[config.mk]
export PLATFORM = sky130hd
export DESIGN_NAME = cfg_serial_reader
export DESIGN_NICKNAME = d
export VERILOG_FILES = /design/src/rtl/cfg_rd_pkg.sv /design/src/rtl/cfg_rd_bitmem.sv /design/src/rtl/cfg_rd_addr_ctr.sv /design/src/rtl/cfg_rd_fsm.sv /design/src/rtl/cfg_serial_reader.sv
export SDC_FILE = /design/constraint.sdc
export NUM_CORES = 1
export LEC_CHECK = 0
export ABC_AREA = 0
export BUFFER_PORTS_ARGS = -buffer_cell sky130_fd_sc_hd__buf_2
export CAP_MARGIN = 30
export CORE_MARGIN = 4
export CORE_UTILIZATION = 45
export DETAILED_ROUTE_END_ITERATION = 6
export SETUP_SLACK_MARGIN = 0.1
export SLEW_MARGIN = 30
export SYNTH_ARGS = -nofsm -noshare
export SYNTH_HDL_FRONTEND = slang
export SYNTH_SLANG_ARGS = --single-unit
[constraint.sdc]
create_clock -name clk -period 6.9 [get_ports clk]
set_input_delay 0.345 -clock clk [delete_from_list [all_inputs] [get_ports clk]]
set_output_delay 0.345 -clock clk [all_outputs]
set_load 0.005 [all_outputs]
[src/rtl/cfg_rd_pkg.sv]
package cfg_rd_pkg;

    typedef enum logic [1:0] {
        RD_RESET = 2'd0,
        RD_PAUSE = 2'd1,
        RD_SHIFT = 2'd2,
        RD_DONE  = 2'd3
    } rd_state_e;

    localparam int unsigned BYTE_W = 8;
    localparam int unsigned PAGE_W = 2;

endpackage

[src/rtl/cfg_rd_bitmem.sv]
module cfg_rd_bitmem
    import cfg_rd_pkg::*;
#(
    parameter int unsigned DEPTH_BITS = 256,
    localparam int unsigned AW    = $clog2(DEPTH_BITS),
    localparam int unsigned BAW   = AW - 3,
    localparam int unsigned BYTES = DEPTH_BITS / BYTE_W
) (
    input  logic              clk,
    input  logic              wr_en,
    input  logic [BAW-1:0]    wr_addr,
    input  logic [BYTE_W-1:0] wr_data,
    input  logic [AW-1:0]     rd_addr,
    output logic              rd_bit
);

    logic [BYTE_W-1:0] store [BYTES];
    logic [BYTE_W-1:0] cur_byte;
    logic [2:0]        bit_pos;

    always_ff @(posedge clk) begin
        if (wr_en) begin
            store[wr_addr] <= wr_data;
        end
    end

    // Bits leave each byte starting at the most significant one.
    always_comb begin
        cur_byte = store[rd_addr[AW-1:3]];
        bit_pos  = 3'd7 - rd_addr[2:0];
        rd_bit   = cur_byte[bit_pos];
    end

endmodule

[src/rtl/cfg_rd_addr_ctr.sv]
module cfg_rd_addr_ctr
    import cfg_rd_pkg::*;
#(
    parameter int unsigned DEPTH_BITS = 256,
    localparam int unsigned AW = $clog2(DEPTH_BITS),
    localparam int unsigned QW = AW - PAGE_W
) (
    input  logic              clk,
    input  logic              load,
    input  logic              adv,
    input  logic              page_on,
    input  logic [PAGE_W-1:0] page_sel,
    output logic [AW-1:0]     rd_addr,
    output logic [AW-1:0]     end_addr,
    output logic              at_end
);

    logic              page_on_q;
    logic [PAGE_W-1:0] page_q;
    logic [AW-1:0]     start_addr;

    // Start point from the live pins; captured only while load is high.
    always_comb begin
        if (page_on) begin
            start_addr = {page_sel, {QW{1'b0}}};
        end else begin
            start_addr = '0;
        end
    end

    always_comb begin
        if (page_on_q) begin
            end_addr = {page_q, {QW{1'b1}}};
        end else begin
            end_addr = '1;
        end
        at_end = (rd_addr == end_addr);
    end

    always_ff @(posedge clk) begin
        if (load) begin
            rd_addr   <= start_addr;
            page_on_q <= page_on;
            page_q    <= page_sel;
        end else if (adv && !at_end) begin
            rd_addr <= rd_addr + 1'b1;
        end
    end

endmodule

[src/rtl/cfg_rd_fsm.sv]
module cfg_rd_fsm
    import cfg_rd_pkg::*;
(
    input  logic      clk,
    input  logic      oe_rstn,
    input  logic      ce_n,
    input  logic      ser_en,
    input  logic      at_end,
    output logic      load,
    output logic      adv,
    output logic      data_oe,
    output logic      ceo_n,
    output logic      standby,
    output rd_state_e state
);

    rd_state_e state_nx;
    logic      go;

    always_comb begin
        go       = oe_rstn && !ce_n && ser_en && (state != RD_DONE);
        state_nx = state;
        if (!oe_rstn) begin
            state_nx = RD_RESET;
        end else if (ser_en) begin
            unique case (state)
                RD_RESET, RD_PAUSE, RD_SHIFT: begin
                    if (ce_n) begin
                        state_nx = RD_PAUSE;
                    end else if (at_end) begin
                        state_nx = RD_DONE;
                    end else begin
                        state_nx = RD_SHIFT;
                    end
                end
                RD_DONE: state_nx = RD_DONE;
            endcase
        end
    end

    always_ff @(posedge clk) begin
        state   <= state_nx;
        standby <= ser_en && ce_n;
    end

    always_comb begin
        load    = !oe_rstn;
        adv     = go;
        data_oe = go;
        if ((state == RD_DONE) && oe_rstn) begin
            ceo_n = ce_n;
        end else begin
            ceo_n = 1'b1;
        end
    end

endmodule

[src/rtl/cfg_serial_reader.sv]
module cfg_serial_reader
    import cfg_rd_pkg::*;
#(
    parameter int unsigned DEPTH_BITS = 256,
    localparam int unsigned AW  = $clog2(DEPTH_BITS),
    localparam int unsigned BAW = AW - 3
) (
    input  logic           clk,
    input  logic           oe_rstn,
    input  logic           ce_n,
    input  logic           ser_en,
    input  logic           page_en,
    input  logic [1:0]     page_sel,
    input  logic           wr_en,
    input  logic [BAW-1:0] wr_addr,
    input  logic [7:0]     wr_data,
    output logic           data_out,
    output logic           data_oe,
    output logic           ceo_n,
    output logic           standby
);

    logic          load;
    logic          adv;
    logic          at_end;
    logic          rd_bit;
    logic          page_on;
    logic [AW-1:0] rd_addr;
    logic [AW-1:0] end_addr;
    rd_state_e     state;

    // Programming mode masks the paging pins.
    assign page_on  = page_en && ser_en;
    assign data_out = rd_bit && data_oe;

    cfg_rd_fsm u_fsm (
        .clk     (clk),
        .oe_rstn (oe_rstn),
        .ce_n    (ce_n),
        .ser_en  (ser_en),
        .at_end  (at_end),
        .load    (load),
        .adv     (adv),
        .data_oe (data_oe),
        .ceo_n   (ceo_n),
        .standby (standby),
        .state   (state)
    );

    cfg_rd_addr_ctr #(.DEPTH_BITS(DEPTH_BITS)) u_ctr (
        .clk      (clk),
        .load     (load),
        .adv      (adv),
        .page_on  (page_on),
        .page_sel (page_sel),
        .rd_addr  (rd_addr),
        .end_addr (end_addr),
        .at_end   (at_end)
    );

    cfg_rd_bitmem #(.DEPTH_BITS(DEPTH_BITS)) u_mem (
        .clk     (clk),
        .wr_en   (wr_en),
        .wr_addr (wr_addr),
        .wr_data (wr_data),
        .rd_addr (rd_addr),
        .rd_bit  (rd_bit)
    );

endmodule

==> impl_metrics.json <==
{
  "outcome": "completed",
  "maxSlewViolCount": 0,
  "setup-violations-final": 0,
  "tns_ns": 0,
  "worst_pin_slew_ns": 0.914,
  "drtPass1Iterations": 5,
  "cts.sinks": 275,
  "power_density_mw_per_mm2": 298,
  "synthFlopType": "edfxtp_1",
  "critPathKind": "reg -> out",
  "syn_avg_cell_area_um2": 18.7,
  "ys_ff_latch": 275,
  "min_path_type": "in -> reg",
  "period_share": 0.644,
  "cts-buffers-inserted": 28,
  "fp.dieW_um": 165,
  "wire_per_inst_um": 24.1,
  "cts_tree": "yes",
  "yosys_warnings": 0,
  "grt.overflow.total": 0,
  "synthesis.nets": 615,
  "timing.hold.ws_ns": 0.0297,
  "worstPathMaxFanout": 21,
  "synth-edff-count": 267,
  "grt_pass1_wl_mm": 35.2,
  "grt_antenna_before_repair": 0,
  "ctsResizeCount": 0,
  "drive_gt1_frac": 0.179,
  "synth_top_area_share": 0.722,
  "clockRootBuffer": "clkbuf_16",
  "h-tree-depth": 1,
  "clockBufferDepth": 3,
  "grt_max_degree": 51,
  "synth.area.top_cells": "edfxtp_1 (72%), mux4_2 (6.1%), mux2i_1 (3.9%)",
  "place_inst": 917,
  "required_ns": 6.55,
  "startpoint_type": "flip-flop",
  "grt_util_all_layers": 0.175,
  "cts_setup_buffers": 0,
  "total_power_w": 0.00372,
  "finalClockSkew_ns": 0.00503,
  "syn_to_final_growth_pct": 12.4,
  "worstSetupEndpointType": "output pin",
  "die-area_mm2": 0.0273,
  "final_cell_mix": "edfxtp_1 (267), nor2_1 (49), mux2i_1 (43), mux4_2 (30), clkbuf_16 (29)",
  "gp_congestion": 0.839,
  "netlist_area_mm2": 0.0111,
  "via_count": 5654,
  "clkTransAtPathRegs_ns": 0.06,
  "drcViolationCount": 0,
  "grt_pass1_vias": 5506,
  "ys_types": 51,
  "start_util": 0.457,
  "r2r_slack_ns": 4.56,
  "worstPathArrival_ns": 4.10,
  "async_reset_ff_frac": 0,
  "dp_hpwl_mm": 14.6,
  "p_leak_nw": 3.88,
  "ant_nets": 0,
  "die_height_um": 165,
  "min_period_ns": 4.45,
  "drtIter0Drc": 606,
  "synth_area_leader_cell": "edfxtp_1",
  "ff2ff_path_depth": 7,
  "synth_cells": 593,
  "final_cells": 972,
  "clk_latency_ns": 0.54,
  "io_buffers": 24,
  "mostFrequentLayoutCell": "edfxtp_1",
  "boundaryPins": 25,
  "placement_rows": 57,
  "coreArea_mm2": 0.0243,
  "synth_seq_area_share": 0.737,
  "grt_setup_unrepaired": "false",
  "clock.fmax_mhz": 225,
  "max-cap-violations": 0,
  "antenna_cells": 0,
  "finalNetCount": 648,
  "finalHoldViolCount": 0,
  "viasPerCell": 5.82,
  "slew-limit-headroom": 0.388,
  "hold_depth": 2,
  "wirelength_mm": 23.4,
  "ir_drop_mv": 0.140
}
-- repair_timing --
action	4_1_cts	5_1_grt
hold buffers	2	0
endpoints found under the setup margin	0	0
endpoints found under the hold margin	2	0
-- stage by stage --
stage	setup slack [ns]	instance area, um2	utilization
6_report	2.45	12500	0.513
5_1_grt	2.20	12500	0.513
4_1_cts	2.49	12500	0.512
3_5_place_dp	3.09	11400	0.471
3_3_place_gp	3.10	11400	0.471
2_1_floorplan	4.50	11100	-
-- state kept, by name, indices dropped and copies added (netlist names), named ones only --
register / count
u_mem.store: 256
u_ctr.rd_addr: 8
u_ctr.page_q: 2
u_fsm.state: 2
u_ctr.page_on_q: 1
u_fsm.standby: 1
-- critical path, cell delays in order (launching register included) --
cell,delay (ns)
dfxtp_1,0.91
clkinv_1,0.84
mux4_2,0.58
nor4_1,0.05
or4_1,0.45
a2111oi_1,0.38
a31o_1,0.20
buf_2,0.12
-- cell usage after synthesis (8+ instances only) --
master / number
o22ai_1: 11
a21oi_1: 13
o221ai_1: 15
mux4_1: 16
edfxtp_1: 267
mux4_2: 30
dfxtp_1: 8
mux2i_1: 43
clkbuf_1: 10
buf_2: 9
nand2_1: 23
nand3_1: 9
nor2_1: 49
-- layout make-up --
| type | count | area [um2] |
|---|---|---|
| Fill cell | 1951 | 11800 |
| Clock buffer | 37 | 786 |
| Timing Repair Buffer | 31 | 198 |
| Sequential cell | 275 | 8180 |
| Clock inverter | 15 | 201 |
| Tap cell | 324 | 405 |
| Multi-Input combinational cell | 286 | 2690 |
| Inverter | 4 | 15.0 |
-- power by group --
group	switching, W	total, W	internal [W]
registers	0.0000305	0.00189	0.00186
logic	0.000135	0.000228	0.0000932
clock network	0.000614	0.00160	0.000985
total	0.000780	0.00372	0.00294
-- logic make-up after synthesis --
family          Yosys count  synth area share
compound gates           64            0.0411
xor+xnor                 10           0.00789
fa+ha+maj                 1           0.00113
buf+inv                  32            0.0211
flops                   275             0.737
mux                      91             0.140
simple gates            120            0.0527
-- layer usage --
layer	routed length, um	part of all wire	track usage
met5	0	0	0
met4	362	0.015	0.0420
met3	1730	0.074	0.0328
met2	10900	0.46	0.268
met1	10500	0.45	0.264
-- path summary, 6_finish.rpt --
| check | from | end |
|---|---|---|
| worst max-delay path | flip-flop | data_out |
| worst min-delay path | ce_n | u_fsm.standby$_DFF_P_ |
| worst max register to register | u_ctr.rd_addr[1]$_SDFFCE_PN0N_ | flip-flop |
| worst min register to register | u_fsm.state[1]$_SDFFE_PN0P_ | u_fsm.state[1]$_SDFFE_PN0P_ |
(Power assumes the default switching activity.)
